File: src/rtl/pwrup_qual_pkg.sv
package pwrup_qual_pkg;

  localparam int NUM_SUPPLIES = 3;

  typedef enum logic [1:0] {
    SUP_MGMT = 2'd0,
    SUP_CORE = 2'd1,
    SUP_DET  = 2'd2
  } supply_idx_e;

  typedef enum logic [1:0] {
    ST_CLAMP  = 2'b00,
    ST_ARMING = 2'b01,
    ST_LIVE   = 2'b11
  } gate_state_e;

  function automatic int cnt_width(input int limit);
    return (limit < 2) ? 1 : $clog2(limit + 1);
  endfunction

endpackage

File: src/rtl/pwrup_supply_qualifier.sv
module pwrup_supply_qualifier #(
  parameter int STABLE = 16
) (
  input  logic clk,
  input  logic rst,
  input  logic flag_in,
  output logic qualified
);
  import pwrup_qual_pkg::*;

  localparam int CW = cnt_width(STABLE);
  localparam logic [CW-1:0] LIMIT = CW'(STABLE);

  logic [CW-1:0] run_cnt;

  always_ff @(posedge clk) begin
    if (rst) begin
      run_cnt <= '0;
    end else if (!flag_in) begin
      run_cnt <= '0;
    end else if (run_cnt != LIMIT) begin
      run_cnt <= run_cnt + 1'b1;
    end
  end

  assign qualified = (run_cnt == LIMIT);

  a_r3_drop_clears: assert property (@(posedge clk) disable iff (rst)
    !flag_in |=> !qualified);

  a_r2_rise_needs_flag: assert property (@(posedge clk) disable iff (rst)
    $rose(qualified) |-> $past(flag_in));

endmodule

File: src/rtl/pwrup_sequencer.sv
module pwrup_sequencer (
  input  logic clk,
  input  logic rst,
  input  logic all_qualified,
  output logic det_en,
  output logic pwr_good
);
  import pwrup_qual_pkg::*;

  gate_state_e state_q, state_d;

  always_comb begin
    state_d = state_q;
    unique case (state_q)
      ST_CLAMP:  if (all_qualified) state_d = ST_ARMING;
      ST_ARMING: state_d = ST_LIVE;
      ST_LIVE:   state_d = ST_LIVE;
      default:   state_d = ST_CLAMP;
    endcase
  end

  always_ff @(posedge clk) begin
    if (rst) begin
      state_q  <= ST_CLAMP;
      det_en   <= 1'b0;
      pwr_good <= 1'b0;
    end else begin
      state_q  <= state_d;
      det_en   <= (state_d != ST_CLAMP);
      pwr_good <= (state_d == ST_LIVE);
    end
  end

  a_r7_enable_sticky: assert property (@(posedge clk) disable iff (rst)
    det_en |=> det_en);

  a_r2_enable_cause: assert property (@(posedge clk) disable iff (rst)
    $rose(det_en) |-> $past(all_qualified));

  a_r6_good_follows_enable: assert property (@(posedge clk) disable iff (rst)
    $rose(pwr_good) |-> $past(det_en));

  a_r6_good_implies_enable: assert property (@(posedge clk) disable iff (rst)
    pwr_good |-> det_en);

endmodule

File: src/rtl/pwrup_detect_gate.sv
module pwrup_detect_gate #(
  parameter int WIDTH = 4
) (
  input  logic             clk,
  input  logic             rst,
  input  logic             enable,
  input  logic [WIDTH-1:0] raw_in,
  output logic [WIDTH-1:0] gated_out
);

  for (genvar g = 0; g < WIDTH; g++) begin : g_chan
    always_ff @(posedge clk) begin
      if (rst) gated_out[g] <= 1'b0;
      else     gated_out[g] <= enable & raw_in[g];
    end
  end

  a_r4_clamped: assert property (@(posedge clk) disable iff (rst)
    !enable |=> (gated_out == '0));

  a_r5_passthrough: assert property (@(posedge clk) disable iff (rst)
    enable |=> (gated_out == $past(raw_in)));

endmodule

File: src/rtl/pwrup_qual_gate.sv
module pwrup_qual_gate #(
  parameter int STABLE = 16,
  parameter int NUM_LV = 4,
  parameter int NUM_HV = 4
) (
  input  logic              clk,
  input  logic              rst,
  input  logic [2:0]        supply_ok,
  input  logic [NUM_LV-1:0] lv_raw,
  input  logic [NUM_HV-1:0] hv_raw,
  output logic              det_en,
  output logic [NUM_LV-1:0] lv_out,
  output logic [NUM_HV-1:0] hv_out,
  output logic              pwr_good
);
  import pwrup_qual_pkg::*;

  logic [NUM_SUPPLIES-1:0] qual_vec;
  logic                    all_qual;

  for (genvar s = 0; s < NUM_SUPPLIES; s++) begin : g_sup
    pwrup_supply_qualifier #(.STABLE(STABLE)) u_qual (
      .clk       (clk),
      .rst       (rst),
      .flag_in   (supply_ok[s]),
      .qualified (qual_vec[s])
    );
  end

  assign all_qual = &qual_vec;

  pwrup_sequencer u_seq (
    .clk           (clk),
    .rst           (rst),
    .all_qualified (all_qual),
    .det_en        (det_en),
    .pwr_good      (pwr_good)
  );

  pwrup_detect_gate #(.WIDTH(NUM_LV)) u_lv_gate (
    .clk       (clk),
    .rst       (rst),
    .enable    (det_en),
    .raw_in    (lv_raw),
    .gated_out (lv_out)
  );

  pwrup_detect_gate #(.WIDTH(NUM_HV)) u_hv_gate (
    .clk       (clk),
    .rst       (rst),
    .enable    (det_en),
    .raw_in    (hv_raw),
    .gated_out (hv_out)
  );

  a_r1_reset_quiet: assert property (@(posedge clk)
    rst |=> (!det_en && !pwr_good && lv_out == '0 && hv_out == '0));

  a_r8_all_needed: assert property (@(posedge clk) disable iff (rst)
    $rose(det_en) |-> $past(&qual_vec));

endmodule

File: config.mk
export PLATFORM = sky130hd
export DESIGN_NAME = pwrup_qual_gate
export DESIGN_NICKNAME = d
export VERILOG_FILES = /design/src/rtl/pwrup_qual_pkg.sv /design/src/rtl/pwrup_supply_qualifier.sv /design/src/rtl/pwrup_sequencer.sv /design/src/rtl/pwrup_detect_gate.sv /design/src/rtl/pwrup_qual_gate.sv
export SDC_FILE = /design/constraint.sdc
export NUM_CORES = 1
export LEC_CHECK = 0
export BUFFER_PORTS_ARGS = -buffer_cell sky130_fd_sc_hd__buf_2
export CORE_MARGIN = 10
export CORE_UTILIZATION = 51
export DETAILED_ROUTE_END_ITERATION = 8
export PLACE_DENSITY = 0.81
export SYNTH_ARGS = -nofsm -noshare
export SYNTH_HDL_FRONTEND = slang
export SYNTH_SLANG_ARGS = --single-unit
File: constraint.sdc
create_clock -name clk -period 1.6 [get_ports clk]
set_input_delay 0.24 -clock clk [delete_from_list [all_inputs] [get_ports clk]]
set_output_delay 0.24 -clock clk [all_outputs]
set_load 0.01 [all_outputs]
==> impl_metrics.csv <==
group,metric,value,unit
global_routing,track_usage,9.53,%
power_and_ir_drop,pwr-share-comb,5.0,%
cts,cts_buffers,3,
cts,clockRootBuffer,"clkbuf_4",
sta,hold_violations,0,
final_layout,final_cell_area,1210,µm²
cts,tritoncts,"done",
setup_path,critical_path_class,"reg2reg",
setup_path,cp_cell_sequence,"inv_1 > ha_1 > and4bb_4 > or2_1 > nor2_1",
cts,post_cts_resized,0,
power_and_ir_drop,p_int,800,µW
cts,clk_pin_slew_worst_paths,0.14,ns
detailed_routing,vias_per_cell,4.75,
detailed_routing,drtAntennaViolNets,0,
setup_path,reg2reg_from,"g_sup[0].u_qual.run_cnt[0]",
setup_path,cp.required,1.87,ns
floorplanning,rows,16,
synthesis,netlist_instances,98,
global_routing,grt_antenna_before_repair,0,
cts,clkLatencyLatePin,0.32,ns
detailed_routing,vias,718,
cts,cts_setup_buffers,0,
floorplanning,top_level_ports,23,
final_layout,multi_input_area,478,µm²
setup_path,cp_slowest_cell,"dfxtp_1",
cts,cts-hold-fix-buffers,0,
power_and_ir_drop,switchingPower,222,µW
placed_design,gp_congestion,0.803,
synthesis,syn_area,1040,µm²
sta,rsz0062_at_grt,"false",
hold_path,hp-start,"hv_raw[2]",
synthesis,synth_cell_types,14,
detailed_routing,drc,0,
power_and_ir_drop,p_seq_share,67.2,%
sta,setup_violations,0,
synthesis,yosysSeqAreaShare,51.9,%
power_and_ir_drop,cellLeakagePower,0.000527,µW
synthesis,syn_avg_cell_area,10.6,µm²
global_routing,grt-ovfl-total,0,
sta,drv_slew,0,
final_layout,nets,144,
sta,fin_skew,0.00660,ns
final_layout,fin_cells,151,
synthesis,syn_nets,117,
setup_path,arrival,1.55,ns
hold_path,min_to,"u_hv_gate.gated_out[2]",
final_layout,layout_common_cells,"dfxtp_1 (27), buf_2 (22), nor2_1 (16), and2_1 (8)",
cts,htreeDepth,1,
final_layout,layout_commonest_cell,"dfxtp_1",
detailed_routing,drt_first_pass_iters,4,
synthesis,synth_area_leaders,"dfxtp_1 (52%), ha_1 (7.2%), nor2_1 (5.8%)",
synthesis,synth_warnings,0,
setup_path,startpoint_type,"flop",
floorplanning,fp.dieH,65.2,µm
setup_path,reg2reg_depth,5,
setup_path,path_max_fanout,5,
setup_path,critPathMaxStageDelay,0.38,ns
hold_path,hold_depth,2,
synthesis,yosys_register_bits,27,
power_and_ir_drop,powerDensity,843,nW/µm²
final_layout,n_fill_cell,173,
global_routing,grt_pass1_wl,3.33,mm
floorplanning,die_w,65.2,µm
run,drv_cap,0,
detailed_routing,first_iter_violations,12,
floorplanning,core,1940,µm²
sta,slew-limit-headroom,76.4,%
final_layout,syn_to_final_growth,16.5,%
setup_path,cpLargestDelayFamily,"simple AND/OR/NAND/NOR gates",
power_and_ir_drop,ir_drop,0.472,mV
synthesis,synth_top_area_share,51.9,%
placed_design,dpl_cell_area,1180,µm²
power_and_ir_drop,p_sw_share,21.7,%
final_layout,antenna_cells,0,
final_layout,seqCellArea,541,µm²
global_routing,grt_max_degree,16,
placed_design,dpl.hpwl,1.47,mm
synthesis,synth_top_area_cell,"dfxtp_1",
floorplanning,die_area,4250,µm²
setup_path,rrSetupSlack,0.32,ns
sta,fin_crit,1.28,ns
hold_path,hp-class,"in2reg",
sta,finalSetupTns,0,ns
detailed_routing,routedWlPerCell,12.1,µm
cts,clkSinkCount,27,
setup_path,crit_buf_inv,1,
setup_path,endpoint_kind,"flop",
sta,fmax,0.780,GHz
power_and_ir_drop,p_clk_share,27.8,%
sta,worst_slew_pin_slew,0.353,ns
placed_design,placed_cells,147,
cts,clock_path_buffers,2,
setup_path,r2r-end,"g_sup[0].u_qual.run_cnt[3]",
global_routing,grt_pass1_vias,797,
floorplanning,initial_utilization,53.6,%
placed_design,io_buffer_count,22,
detailed_routing,wl,1.83,mm
final_layout,drive_gt1_share,25.0,%
status,status,"finished, final reports clean",
sta,fin_crit_sh,80.1,%
layer usage:
layer  vias up  share of wire [%]  GRT usage, %
met5         -                  0             0
met3         4                5.0          3.05
met2        10                 54          18.3
li1        365                  -             -
met1       339                 40          8.81
met4         0               0.99          4.55
how the worst max path moves through the flow:
stage	start	endpoint	slack, ns	cells after the start
after floorplan	g_sup[0].u_qual.run_cnt[0]	g_sup[0].u_qual.run_cnt[2]	0.44	5
after global placement	g_sup[0].u_qual.run_cnt[0]	g_sup[0].u_qual.run_cnt[3]	0.40	5
after detailed placement	g_sup[0].u_qual.run_cnt[0]	g_sup[0].u_qual.run_cnt[3]	0.35	5
after CTS	g_sup[0].u_qual.run_cnt[0]	g_sup[0].u_qual.run_cnt[3]	0.31	5
after global routing	g_sup[1].u_qual.run_cnt[0]	g_sup[1].u_qual.run_cnt[3]	0.20	5
final	g_sup[0].u_qual.run_cnt[0]	g_sup[0].u_qual.run_cnt[3]	0.32	5
sequential cells by signal (all words and copies together), names as in the netlist:
signal	count
u_seq.pwr_good	1
u_seq.det_en	1
u_hv_gate.gated_out	4
u_seq.state_q	2
u_lv_gate.gated_out	4
g_sup.u_qual.run_cnt	15
cell usage after synthesis:
library cell   n
a41o_2         2
and2_1         8
and4bb_4       3
dfxtp_1       27
ha_1           6
inv_1          6
mux2i_1        3
nand2b_1       3
nand3_1        6
nor2_1        16
nor2b_1        3
or2_1          3
xnor2_1        6
xor2_1         6
power by group through the flow:
| stage | combinational (µW) | sequential [µW] | clock [µW] |
|---|---|---|---|
| finish | 51.0 | 687 | 284 |
| global route | 61.8 | 689 | 313 |
| CTS | 52.2 | 687 | 302 |
| detailed placement | 51.9 | 701 | 0 |
| global placement | 48.3 | 700 | 0 |
| floorplan | 29.6 | 700 | 0 |
cell type report:
class                      instances  area share [%]
sequential                        27            44.6
multi-input combinational         65            39.4
timing repair buffer              22            9.08
tap                               27            2.79
clock buffer                       3            1.86
inverter                           6            1.86
clock inverter                     1           0.413
cell families (layout without fill, tap and decap cells):
group	after synthesis	in the layout	synth area share, %
AO/OA/AOI/OAI	2	2	2.16
XOR/XNOR	12	12	10.1
adder cells (fa/ha/maj)	6	6	7.21
buffers and inverters	6	32	2.16
flip-flops	27	27	51.9
multiplexers	3	3	2.88
AND/OR/NAND/NOR	42	42	23.6
metrics by stage:
step / setup slack [ns] / hold slack, ns / util [%] / total power (µW)
2_1_floorplan: 0.440 / 0.312 / - / 729
3_3_place_gp: 0.402 / 0.439 / 61.0 / 749
3_5_place_dp: 0.351 / 0.443 / 61.0 / 753
4_1_cts: 0.314 / 0.0945 / 62.4 / 1040
5_1_grt: 0.197 / 0.0889 / 62.4 / 1060
6_report: 0.318 / 0.107 / 62.4 / 1020
Power figures use the tool's default switching activity.
